### src/rtl/srq_pkg.sv
package srq_pkg;

  localparam logic [1:0] PAR_EVEN = 2'b01;
  localparam logic [1:0] PAR_ODD  = 2'b10;

  typedef struct packed {
    logic       perr;
    logic       ferr;
    logic [7:0] data;
  } rx_char_t;

  function automatic logic par_on(input logic [1:0] pmode);
    return (pmode == PAR_EVEN) || (pmode == PAR_ODD);
  endfunction

  // start + data + optional parity + stop bits
  function automatic logic [3:0] frame_bits(input logic len8, input logic [1:0] pmode,
                                            input logic stop2);
    return 4'd1 + (len8 ? 4'd8 : 4'd7) + (par_on(pmode) ? 4'd1 : 4'd0) + (stop2 ? 4'd2 : 4'd1);
  endfunction

  function automatic logic maj3(input logic [2:0] s);
    return (s[0] & s[1]) | (s[0] & s[2]) | (s[1] & s[2]);
  endfunction

  function automatic logic parity_bad(input logic [7:0] data, input logic [1:0] pmode,
                                      input logic pbit);
    logic x;
    x = (^data) ^ pbit;
    if (pmode == PAR_EVEN) return x;
    if (pmode == PAR_ODD)  return ~x;
    return 1'b0;
  endfunction

endpackage

### src/rtl/srq_framer.sv
module srq_framer
  import srq_pkg::*;
#(
  parameter int OSR = 16
) (
  input  logic       clk,
  input  logic       rst_n,
  input  logic       tick,
  input  logic       line,
  input  logic       len8,
  input  logic [1:0] pmode,
  input  logic       stop2,
  output logic       done,
  output rx_char_t   chr,
  output logic       idle
);
  localparam int CNT_W = $clog2(OSR);
  localparam logic [CNT_W-1:0] S_LO  = CNT_W'(OSR/2 - 1);
  localparam logic [CNT_W-1:0] S_MID = CNT_W'(OSR/2);
  localparam logic [CNT_W-1:0] S_HI  = CNT_W'(OSR/2 + 1);
  localparam logic [CNT_W-1:0] S_END = CNT_W'(OSR - 1);

  typedef enum logic [2:0] {ST_IDLE, ST_START, ST_DATA, ST_PAR, ST_STOP} st_t;

  st_t            st;
  logic [CNT_W-1:0] cnt;
  logic [2:0]     smp;
  logic [2:0]     bidx;
  logic           sidx;
  logic [7:0]     shreg;
  logic           pbit;
  logic           ferr_acc;

  logic       vote;
  logic [2:0] last_idx;
  logic [7:0] data_fin;

  assign vote     = maj3(smp);
  assign last_idx = len8 ? 3'd7 : 3'd6;
  assign data_fin = len8 ? shreg : {1'b0, shreg[7:1]};
  assign idle     = (st == ST_IDLE);

  always_ff @(posedge clk or negedge rst_n) begin
    if (!rst_n) begin
      st       <= ST_IDLE;
      cnt      <= '0;
      smp      <= '1;
      bidx     <= '0;
      sidx     <= 1'b0;
      shreg    <= '0;
      pbit     <= 1'b0;
      ferr_acc <= 1'b0;
      done     <= 1'b0;
      chr      <= '0;
    end else begin
      done <= 1'b0;
      if (tick) begin
        if (st == ST_IDLE) begin
          if (!line) begin
            st  <= ST_START;
            cnt <= '0;
          end
        end else begin
          cnt <= cnt + 1'b1;
          if (cnt == S_LO)  smp[0] <= line;
          if (cnt == S_MID) smp[1] <= line;
          if (cnt == S_HI)  smp[2] <= line;
          if (st == ST_START && cnt == S_MID && line) begin
            st <= ST_IDLE;
          end else if (cnt == S_END) begin
            cnt <= '0;
            unique case (st)
              ST_START: begin
                st       <= ST_DATA;
                bidx     <= '0;
                ferr_acc <= 1'b0;
              end
              ST_DATA: begin
                shreg <= {vote, shreg[7:1]};
                bidx  <= bidx + 1'b1;
                sidx  <= 1'b0;
                if (bidx == last_idx) st <= par_on(pmode) ? ST_PAR : ST_STOP;
              end
              ST_PAR: begin
                pbit <= vote;
                st   <= ST_STOP;
              end
              ST_STOP: begin
                if (stop2 && !sidx) begin
                  sidx     <= 1'b1;
                  ferr_acc <= ferr_acc | ~vote;
                end else begin
                  st        <= ST_IDLE;
                  done      <= 1'b1;
                  chr.data  <= data_fin;
                  chr.ferr  <= ferr_acc | ~vote;
                  chr.perr  <= parity_bad(data_fin, pmode, pbit);
                end
              end
              default: st <= ST_IDLE;
            endcase
          end
        end
      end
    end
  end

endmodule

### src/rtl/srq_fifo.sv
module srq_fifo #(
  parameter int DEPTH = 16,
  parameter int W     = 10
) (
  input  logic                       clk,
  input  logic                       rst_n,
  input  logic                       push,
  input  logic [W-1:0]               din,
  input  logic                       pop,
  output logic [W-1:0]               dout,
  output logic [$clog2(DEPTH+1)-1:0] count,
  output logic                       full,
  output logic                       empty
);
  localparam int AW = $clog2(DEPTH);
  localparam int CW = $clog2(DEPTH+1);
  localparam logic [AW-1:0] LAST = AW'(DEPTH - 1);

  logic [W-1:0]  mem [DEPTH];
  logic [AW-1:0] wp, rp;
  logic          wr_ok, rd_ok;

  assign full  = (count == CW'(DEPTH));
  assign empty = (count == '0);
  assign wr_ok = push && !full;
  assign rd_ok = pop && !empty;
  assign dout  = mem[rp];

  always_ff @(posedge clk) begin
    if (wr_ok) mem[wp] <= din;
  end

  always_ff @(posedge clk or negedge rst_n) begin
    if (!rst_n) begin
      wp    <= '0;
      rp    <= '0;
      count <= '0;
    end else begin
      if (wr_ok) wp <= (wp == LAST) ? '0 : wp + 1'b1;
      if (rd_ok) rp <= (rp == LAST) ? '0 : rp + 1'b1;
      case ({wr_ok, rd_ok})
        2'b10:   count <= count + 1'b1;
        2'b01:   count <= count - 1'b1;
        default: count <= count;
      endcase
    end
  end

endmodule

### src/rtl/srq_watch.sv
module srq_watch #(
  parameter int OSR = 16
) (
  input  logic       clk,
  input  logic       rst_n,
  input  logic       tick,
  input  logic       line,
  input  logic       rx_idle,
  input  logic       done,
  input  logic       done_ferr,
  input  logic       pop_ok,
  input  logic       empty,
  input  logic [3:0] fbits,
  output logic       brk,
  output logic       tmo
);
  localparam int BW = $clog2(15*OSR + 2) + 1;
  localparam int TW = $clog2(15*(OSR + OSR/2) + 1) + 1;

  logic [BW-1:0] bcnt, brk_lim;
  logic [TW-1:0] tcnt, tmo_lim;
  logic          armed;

  assign brk_lim = BW'(int'(fbits) * OSR);
  assign tmo_lim = TW'(int'(fbits) * (OSR + OSR/2));

  // break: low for more than one frame after a framing error
  always_ff @(posedge clk or negedge rst_n) begin
    if (!rst_n) begin
      armed <= 1'b0;
      bcnt  <= '0;
      brk   <= 1'b0;
    end else if (line) begin
      armed <= 1'b0;
      bcnt  <= '0;
      brk   <= 1'b0;
    end else begin
      if (done && done_ferr) armed <= 1'b1;
      if (armed && tick && bcnt <= brk_lim) bcnt <= bcnt + 1'b1;
      if (armed && bcnt > brk_lim) brk <= 1'b1;
    end
  end

  // idle timeout with data waiting
  always_ff @(posedge clk or negedge rst_n) begin
    if (!rst_n) begin
      tcnt <= '0;
      tmo  <= 1'b0;
    end else begin
      if (!rx_idle || pop_ok) tcnt <= '0;
      else if (tick && tcnt < tmo_lim) tcnt <= tcnt + 1'b1;
      if (pop_ok) tmo <= 1'b0;
      else if (tcnt == tmo_lim && !empty) tmo <= 1'b1;
    end
  end

endmodule

### src/rtl/serial_rx_queue.sv
module serial_rx_queue
  import srq_pkg::*;
#(
  parameter  int DEPTH = 16,
  parameter  int OSR   = 16,
  localparam int CW    = $clog2(DEPTH+1)
) (
  input  logic          clk,
  input  logic          rst_n,
  input  logic          tick16,
  input  logic          rxd,
  input  logic          cfg_len8,
  input  logic [1:0]    cfg_par,
  input  logic          cfg_stop2,
  input  logic          ien_ready,
  input  logic          ien_full,
  input  logic          ien_break,
  input  logic          ien_err,
  input  logic          ien_ovr,
  input  logic          ien_tmo,
  input  logic          pop,
  output logic [7:0]    rd_data,
  output logic          rd_perr,
  output logic          rd_ferr,
  output logic [CW-1:0] fill,
  output logic [CW-1:0] err_cnt,
  output logic          irq_ready,
  output logic          irq_full,
  output logic          irq_break,
  output logic          irq_err,
  output logic          irq_ovr,
  output logic          irq_tmo,
  output logic          dma_req,
  output logic          line_lvl
);
  localparam int EW = $bits(rx_char_t);

  logic       sync1, sync2;
  logic       chr_done, rx_idle;
  rx_char_t   chr, head;
  logic [EW-1:0] head_raw;
  logic       q_full, q_empty;
  logic       push_ok, pop_ok, ovr_evt;
  logic       ovr_flag, brk_flag, tmo_flag;
  logic       push_err, pop_err;
  logic [3:0] fbits;

  always_ff @(posedge clk or negedge rst_n) begin
    if (!rst_n) begin
      sync1 <= 1'b1;
      sync2 <= 1'b1;
    end else begin
      sync1 <= rxd;
      sync2 <= sync1;
    end
  end
  assign line_lvl = sync2;

  assign fbits = frame_bits(cfg_len8, cfg_par, cfg_stop2);

  srq_framer #(.OSR(OSR)) u_framer (
    .clk(clk), .rst_n(rst_n), .tick(tick16), .line(sync2),
    .len8(cfg_len8), .pmode(cfg_par), .stop2(cfg_stop2),
    .done(chr_done), .chr(chr), .idle(rx_idle)
  );

  assign push_ok = chr_done && !q_full;
  assign ovr_evt = chr_done && q_full;
  assign pop_ok  = pop && !q_empty;

  srq_fifo #(.DEPTH(DEPTH), .W(EW)) u_fifo (
    .clk(clk), .rst_n(rst_n), .push(chr_done), .din(chr),
    .pop(pop), .dout(head_raw), .count(fill), .full(q_full), .empty(q_empty)
  );

  assign head    = rx_char_t'(head_raw);
  assign rd_data = head.data;
  assign rd_perr = head.perr;
  assign rd_ferr = head.ferr;

  assign push_err = push_ok && (chr.perr || chr.ferr);
  assign pop_err  = pop_ok && (head.perr || head.ferr);

  always_ff @(posedge clk or negedge rst_n) begin
    if (!rst_n) begin
      err_cnt  <= '0;
      ovr_flag <= 1'b0;
    end else begin
      case ({push_err, pop_err})
        2'b10:   err_cnt <= err_cnt + 1'b1;
        2'b01:   err_cnt <= err_cnt - 1'b1;
        default: err_cnt <= err_cnt;
      endcase
      if (ovr_evt)     ovr_flag <= 1'b1;
      else if (pop_ok) ovr_flag <= 1'b0;
    end
  end

  srq_watch #(.OSR(OSR)) u_watch (
    .clk(clk), .rst_n(rst_n), .tick(tick16), .line(sync2),
    .rx_idle(rx_idle && sync2), .done(chr_done), .done_ferr(chr.ferr),
    .pop_ok(pop_ok), .empty(q_empty), .fbits(fbits),
    .brk(brk_flag), .tmo(tmo_flag)
  );

  assign irq_ready = ien_ready && !q_empty;
  assign irq_full  = ien_full  && q_full;
  assign irq_break = ien_break && brk_flag;
  assign irq_err   = ien_err   && (err_cnt != '0);
  assign irq_ovr   = ien_ovr   && ovr_flag;
  assign irq_tmo   = ien_tmo   && tmo_flag;
  assign dma_req   = !q_empty;

endmodule

### config.mk
export PLATFORM = sky130hd
export DESIGN_NAME = serial_rx_queue
export DESIGN_NICKNAME = d
export VERILOG_FILES = /design/src/rtl/srq_pkg.sv /design/src/rtl/srq_framer.sv /design/src/rtl/srq_fifo.sv /design/src/rtl/srq_watch.sv /design/src/rtl/serial_rx_queue.sv
export SDC_FILE = /design/constraint.sdc
export NUM_CORES = 1
export LEC_CHECK = 0
export ABC_AREA = 1
export BUFFER_PORTS_ARGS = -buffer_cell sky130_fd_sc_hd__buf_2
export CAP_MARGIN = 25
export CORE_AREA = 4 4 163 165
export DETAILED_ROUTE_END_ITERATION = 7
export DIE_AREA = 0 0 167 169
export HOLD_SLACK_MARGIN = 0.1
export PLACE_DENSITY_LB_ADDON = 0.25
export SYNTH_ARGS = -nofsm -noshare
export SYNTH_HDL_FRONTEND = slang
export SYNTH_SLANG_ARGS = --single-unit
### constraint.sdc
create_clock -name clk -period 3.1 [get_ports clk]
set_input_delay 0.155 -clock clk [delete_from_list [all_inputs] [get_ports clk]]
set_output_delay 0.155 -clock clk [all_outputs]
set_load 0.05 [all_outputs]
# Yosys cells after proc, flatten, opt, wreduce, memory -nomap -nowiden
# Memories as Yosys holds them, arrays and structs flattened.
# Index checks and enable logic that the tools add are counted.
[op_classes]
addsub = 13
multipliers = 1
n_div = 0
order_cmp = 3
eq_ne = 23
n_shift = 0
n_mux = 65
bitwise = 12
reduce_logical = 56
[ops]
columns = ["operator", "n"]
rows = [
  ["$mux 1", 39],
  ["$mux 4", 7],
  ["$reduce_bool 2->1", 11],
  ["$logic_and 1x1->1", 21],
  ["$mux 3", 7],
  ["$eq 4x4->1 const B", 5],
  ["$mux 10", 2],
  ["$pmux 5 s2", 2],
  ["$reduce_and 5->1", 4],
  ["$mux 9", 2],
  ["$reduce_and 6->1", 3],
  ["$add 4x1->4 const B", 3],
  ["$pmux 3 s4", 1],
  ["$add 10x1->10 const B", 1],
  ["$add 5x1->5 const B", 2],
  ["$eq 10x10->1", 1],
  ["$lt 10x10->1", 1],
  ["$sub 5x1->5 const B", 2],
  ["$add 9x1->9 const B", 1],
  ["$gt 9x8->1", 1],
  ["$le 9x8->1", 1],
  ["$reduce_and 3->1", 3],
  ["$mux 8", 1],
  ["$reduce_xor 8->1", 1],
  ["other kinds (31)", 51],
]
[totals]
register_bits = 78
latchBits = 0
mem_bits_rw = 160
romBits = 0
in_bits = 15
out_inout_bits = 28
elab_cells = 200
mem_count = 1
[memory_table]
columns = ["name", "depth", "width", "read_ports", "rd_clocked_by_memory_dff", "write_ports", "line", "source"]
rows = [
  ["u_fifo.mem", 16, 10, 1, 0, 1, "srq_fifo.sv:19", "logic [W-1:0] mem [DEPTH];"],
]

# Depth between registers and ports, before layout
[depth]
depth_word = 17
depth_mapped = 22
mapped_depth_nobuf = 20

# By module
# Synthesis repeated with hierarchy kept, for this count alone.
[hier_totals]
cells_unflattened = 1396
area_unflattened_um2 = 12330.6
[by_module_without_submodules]
columns = ["module", "instances", "cells_each", "area_each_um2", "seq_area_each_um2"]
rows = [
  ["srq_fifo", 1, 809, 7882.6, 5129.9],
  ["srq_framer", 1, 252, 1975.6, 879.6],
  ["srq_watch", 1, 242, 1804.2, 550.5],
  ["serial_rx_queue", 1, 93, 668.1, 202.7],
]

# Worst setup path after synthesis
# Ideal clock, no wire load.
[synth_timing]
path_kind = "input to register"
start = "input cfg_len8"
end = "register u_watch.tcnt[2]"
setup_ns = 0.119
arrival_ns = 2.990
required_ns = 2.981
setup_slack_ns = -0.009
stages = 19
n_path_buf = 2
path_cell_list = "buf_6 -> inv_4 -> buf_6 -> ha_1 -> inv_1 -> ha_1 -> ha_1 -> ha_1 -> fa_1 -> inv_1 -> ha_1 -> nand2_1 -> o21ai_0 -> nand2_1 -> nand2_1 -> inv_2 -> nand2_1 -> xor2_1 -> nor2_1"
[synth_via]
elab_chain_cells = 8
[synth_lines]
columns = ["element", "line", "source"]
rows = [
  ["start: declaration", "serial_rx_queue.sv:12", "input logic cfg_len8,"],
  ["$mux 4", "srq_pkg.sv:19", "return 4'd1 + (len8 ? 4'd8 : 4'd7) + (par_on(pmode) ? 4'd1 : 4'd0) + (stop2 ? 4'd2 : 4'd1);"],
  ["$add 1x4->4", "srq_pkg.sv:19", ""],
  ["$add 4x1->4", "srq_pkg.sv:19", ""],
  ["$add 4x2->4", "srq_pkg.sv:19", ""],
  ["$mul 4x2->6", "srq_watch.sv:25", "assign tmo_lim = TW'(int'(fbits) * (OSR + OSR/2));"],
  ["$lt 10x10->1", "srq_watch.sv:51", "else if (tick && tcnt < tmo_lim) tcnt <= tcnt + 1'b1;"],
  ["$logic_and 1x1->1", "srq_watch.sv:51", ""],
  ["$reduce_bool 2->1 (no line)", "n/a", ""],
  ["end signal: assignment", "srq_watch.sv:51", ""],
  ["end: declaration", "srq_watch.sv:21", "logic [TW-1:0] tcnt, tmo_lim;"],
]
# No other way between the ends.
# A chain may end at the register's enable or synchronous reset.

# Worst setup path in the final report
[layout_timing]
start = "register u_fifo.rp[0]"
end = "register err_cnt[4]"
[layout_via]
elab_chain_cells = 5
elab_cells_between_ends = 7
classes_between = "eq/ne (2); mux (1); reduce/logical (3); memory (1)"
[layout_lines]
columns = ["element", "line", "source"]
rows = [
  ["start: declaration", "srq_fifo.sv:20", "logic [AW-1:0] wp, rp;"],
  ["start signal: assignment", "srq_fifo.sv:40", "if (rd_ok) rp <= (rp == LAST) ? '0 : rp + 1'b1;"],
  ["$mem_v2 16x10 (*)", "n/a", ""],
  ["$logic_or 1x1->1 (*)", "serial_rx_queue.sv:82", "assign pop_err = pop_ok && (head.perr || head.ferr);"],
  ["$logic_and 1x1->1 (*)", "serial_rx_queue.sv:82", ""],
  ["$eq 2x1->1 or $eq 2x2->1 (tied branches)", "serial_rx_queue.sv:89", "case ({push_err, pop_err})"],
  ["$pmux 5 s2 or $reduce_bool 2->1 (tied branches)", "n/a", ""],
  ["end signal: assignment", "serial_rx_queue.sv:90", "2'b10: err_cnt <= err_cnt + 1'b1;"],
  ["end signal: assignment", "serial_rx_queue.sv:91", "2'b01: err_cnt <= err_cnt - 1'b1;"],
  ["end signal: assignment", "serial_rx_queue.sv:92", "default: err_cnt <= err_cnt;"],
  ["end: declaration", "serial_rx_queue.sv:26", "output logic [CW-1:0] err_cnt,"],
]
# Every way passes the cells marked *; elsewhere a longest branch is shown, timed or not.

==> impl_metrics.py <==
metrics = {
    "grt": {
        "gr-total-overflow": 0,
        "grt_pass1_wl_um": 39400,
        "grt_antenna_before_repair": 0,
        "grt_pass1_vias": 7787,
        "grt_max_degree": 51,
        "grt_usage": 0.169,
    },
    "detailed_routing": {
        "highest_layer": "met4",
        "route.detailed.drc": 0,
        "antenna_left": 0,
        "via_count": 7878,
        "met2_length_um": 11600,
        "dr_wl_met3_um": 841,
        "drt_iter0_drc": 517,
        "drt-total-wl_um": 23800,
        "firstDrtPassIters": 5,
        "routedWlPerCell_um": 15.6,
        "vias_per_cell": 5.15,
        "wl_met1_um": 11000,
    },
    "clock_tree": {
        "cts_max_level": 1,
        "clock_latency_ps": 540,
        "cts_made_buffers": 26,
        "cts.sinks": 238,
        "clk_pin_slew_worst_paths_ps": 60,
        "cts_tree": "done",
        "clockRootBuffer": "clkbuf_16",
        "clockBufferDepth": 3,
    },
    "sta": {
        "period_needed_ps": 2860,
        "hold-worst-slack_ps": 139,
        "worst_pin_slew_ps": 1020,
        "setup_viol": 0,
        "setup_tns_ps": 0,
        "slew_viol_final": 0,
        "fmax_mhz": 349,
        "min_period_over_period": 0.924,
        "slew_headroom": 0.319,
        "rsz0062_at_grt": "false",
        "hold_viol": 0,
        "skew_ps": 19.5,
    },
    "synthesis": {
        "synth.most_common_cell": "nand2_1",
        "ys_ff_latch": 238,
        "syn_area_per_cell_um2": 10.2,
        "synthCells": 1097,
        "synthTopCellsByArea": "edfxtp_1 (43%), dfrtp_1 (16%), nand2_1 (6.8%)",
        "syn_nets": 1157,
        "netlist_area_um2": 11200,
        "synth_top_cells_by_count": "nand2_1 (203), edfxtp_1 (160), nor2_1 (148), o21ai_0 (115), inv_1 (98)",
        "synth-edff-count": 160,
        "synth_ff_type": "edfxtp_1",
        "yosys_warnings": 0,
        "ys_types": 48,
        "postSynth.asyncResetShare": 0.328,
        "synth_top_cell_by_area": "edfxtp_1",
        "yosysSeqAreaShare": 0.603,
        "synth_top_area_share": 0.428,
    },
    "power": {
        "combinationalPowerShare": 0.340,
        "p_leak_nw": 5.42,
        "power_density_nw_per_um2": 835,
        "seqPwrFrac": 0.356,
        "internal_power_mw": 6.78,
        "switching_share": 0.375,
        "netSwitchingPower_mw": 4.07,
        "clockPowerShare": 0.304,
        "peakVddDrop_uv": 563,
    },
    "finish": {
        "fillers": 2218,
        "nets": 1241,
        "seqCellArea_um2": 6770,
        "drive_gt1_frac": 0.147,
        "num_antenna_cells": 0,
        "design_area_um2": 13000,
        "multi_input_area_um2": 3850,
        "area_growth_pct": 15.9,
        "fin_util": 0.519,
    },
    "floorplanning": {
        "die_y_um": 169,
        "die_area_um2": 28200,
        "io_pins": 43,
        "row_count": 58,
        "initial_core_util": 0.448,
        "die_w_um": 167,
        "core_um2": 25000,
    },
    "worst_setup_path": {
        "worstPathRequired_ps": 3520,
        "cp_data_arrival_time_ps": 3280,
        "cp_max_fo": 10,
        "end_kind": "flop",
        "cp-start-kind": "flop",
        "criticalPathCategory": "reg2reg",
    },
    "job": {
        "maxCapViolations": 0,
    },
    "outcome": {
        "outcome": "finished, final reports clean",
    },
    "place": {
        "gp_congestion": 0.831,
        "hpwl_um": 15900,
        "numPortBuffers": 42,
        "place_area_um2": 12000,
    },
    "worst_hold_path": {
        "hp-class": "in2reg",
    },
}
## critical path: stages, from the launching register on
cell,delay [ps]
dfrtp_2,490
buf_4,170
nor2_1,90
nor2_1,50
o21ai_0,80
o211ai_1,110
nand3_1,130
nand3_1,130
nor2_2,170
nor2_1,60
ha_1,250
ha_1,330
nand2_1,80
nor2_1,40
a211oi_1,250
nand2_1,80
nand2_1,60
nor2_1,50
xor2_1,130
## routing by layer
layer / up-vias / GRT usage
met4: 0 / 0.0406
met5: - / 0
met2: 117 / 0.291
met3: 33 / 0.0250
li1: 3913 / -
met1: 3815 / 0.228
## sequential cells by signal, summed over array words and instances (netlist names), 3 cells and up
| signal | flops |
|---|---|
| u_fifo.wp | 4 |
| u_framer.shreg | 8 |
| u_fifo.rp | 4 |
| u_fifo.mem | 160 |
| u_watch.tcnt | 10 |
| u_framer.cnt | 4 |
| u_framer.smp | 3 |
| u_fifo.count | 5 |
| u_framer.bidx | 3 |
| u_framer.chr | 10 |
| u_watch.bcnt | 9 |
| err_cnt | 5 |
| u_framer.st | 3 |
## what timing repair did
| action | 4_1_cts | 5_1_grt |
|---|---|---|
| resized for setup | 0 | 2 |
| setup endpoints to repair | 0 | 2 |
| buffers inserted | 0 | 1 |
| hold endpoints to repair | 51 | 0 |
| hold buffers | 4 | 0 |
## power groups by stage
stage | Sequential, mW | Clock, mW | Combinational (mW)
global placement | 3.93 | 0 | 3.64
CTS | 3.87 | 3.38 | 3.71
global route | 3.91 | 3.53 | 4.11
floorplan | 4.07 | 0 | 2.52
finish | 3.87 | 3.30 | 3.69
detailed placement | 3.93 | 0 | 3.70
## cell type report
type	instances	share of cell area
Tap cell	330	0.0318
Timing Repair Buffer	92	0.0468
Sequential cell	238	0.521
Multi-Input combinational cell	713	0.296
Inverter	110	0.0322
Clock inverter	20	0.0217
Clock buffer	28	0.0506
## worst paths after layout
path	start	to	slack (ps)	cells after the start
max	u_fifo.rp[0]	err_cnt[4]	240	18
min	cfg_par[1]	u_framer.chr[9]	140	6
max reg2reg	u_fifo.rp[0]	err_cnt[4]	240	18
min reg2reg	sync1	line_lvl	360	0
max in group asynchronous	rst_n	line_lvl	2170	3
min in group asynchronous	rst_n	u_framer.cnt[3]	170	2
## cell usage in the layout, fill, tap and decap left out, types with 6 or more instances in the layout
cell type and count:
o211ai_1 9, inv_2 10, nand3_1 47, inv_1 98, nor3_1 6, clkbuf_16 26
xnor2_1 7, o221ai_1 11, nand2_1 202, o21ai_1 6, o22ai_1 25, o21ai_2 7
nand2_2 7, a21oi_1 27, bufinv_16 6, ha_1 41, buf_2 41, o21ai_0 115
edfxtp_1 160, buf_4 45, nor2_1 147, nand4_1 8, dfrtp_1 71, xor2_1 13
clkinv_1 6
## metrics by stage
step	cells	setup slack, ps	total power [mW]
floorplan	1097	27.7	6.59
global placement	1470	1.69	7.57
detailed placement	1472	-38.8	7.63
CTS	1524	115	11.0
global route	1531	11.4	11.5
finish	1531	237	10.9
## cell families after synthesis
family,count (synthesis),synth area share
AND/OR/NAND/NOR,433,0.163
adder cells (fa/ha/maj),46,0.0538
AO/OA/AOI/OAI,213,0.109
buffers and inverters,146,0.0538
flip-flops,238,0.603
XOR/XNOR,21,0.0171
No activity file was read; power rests on OpenSTA's default activity.
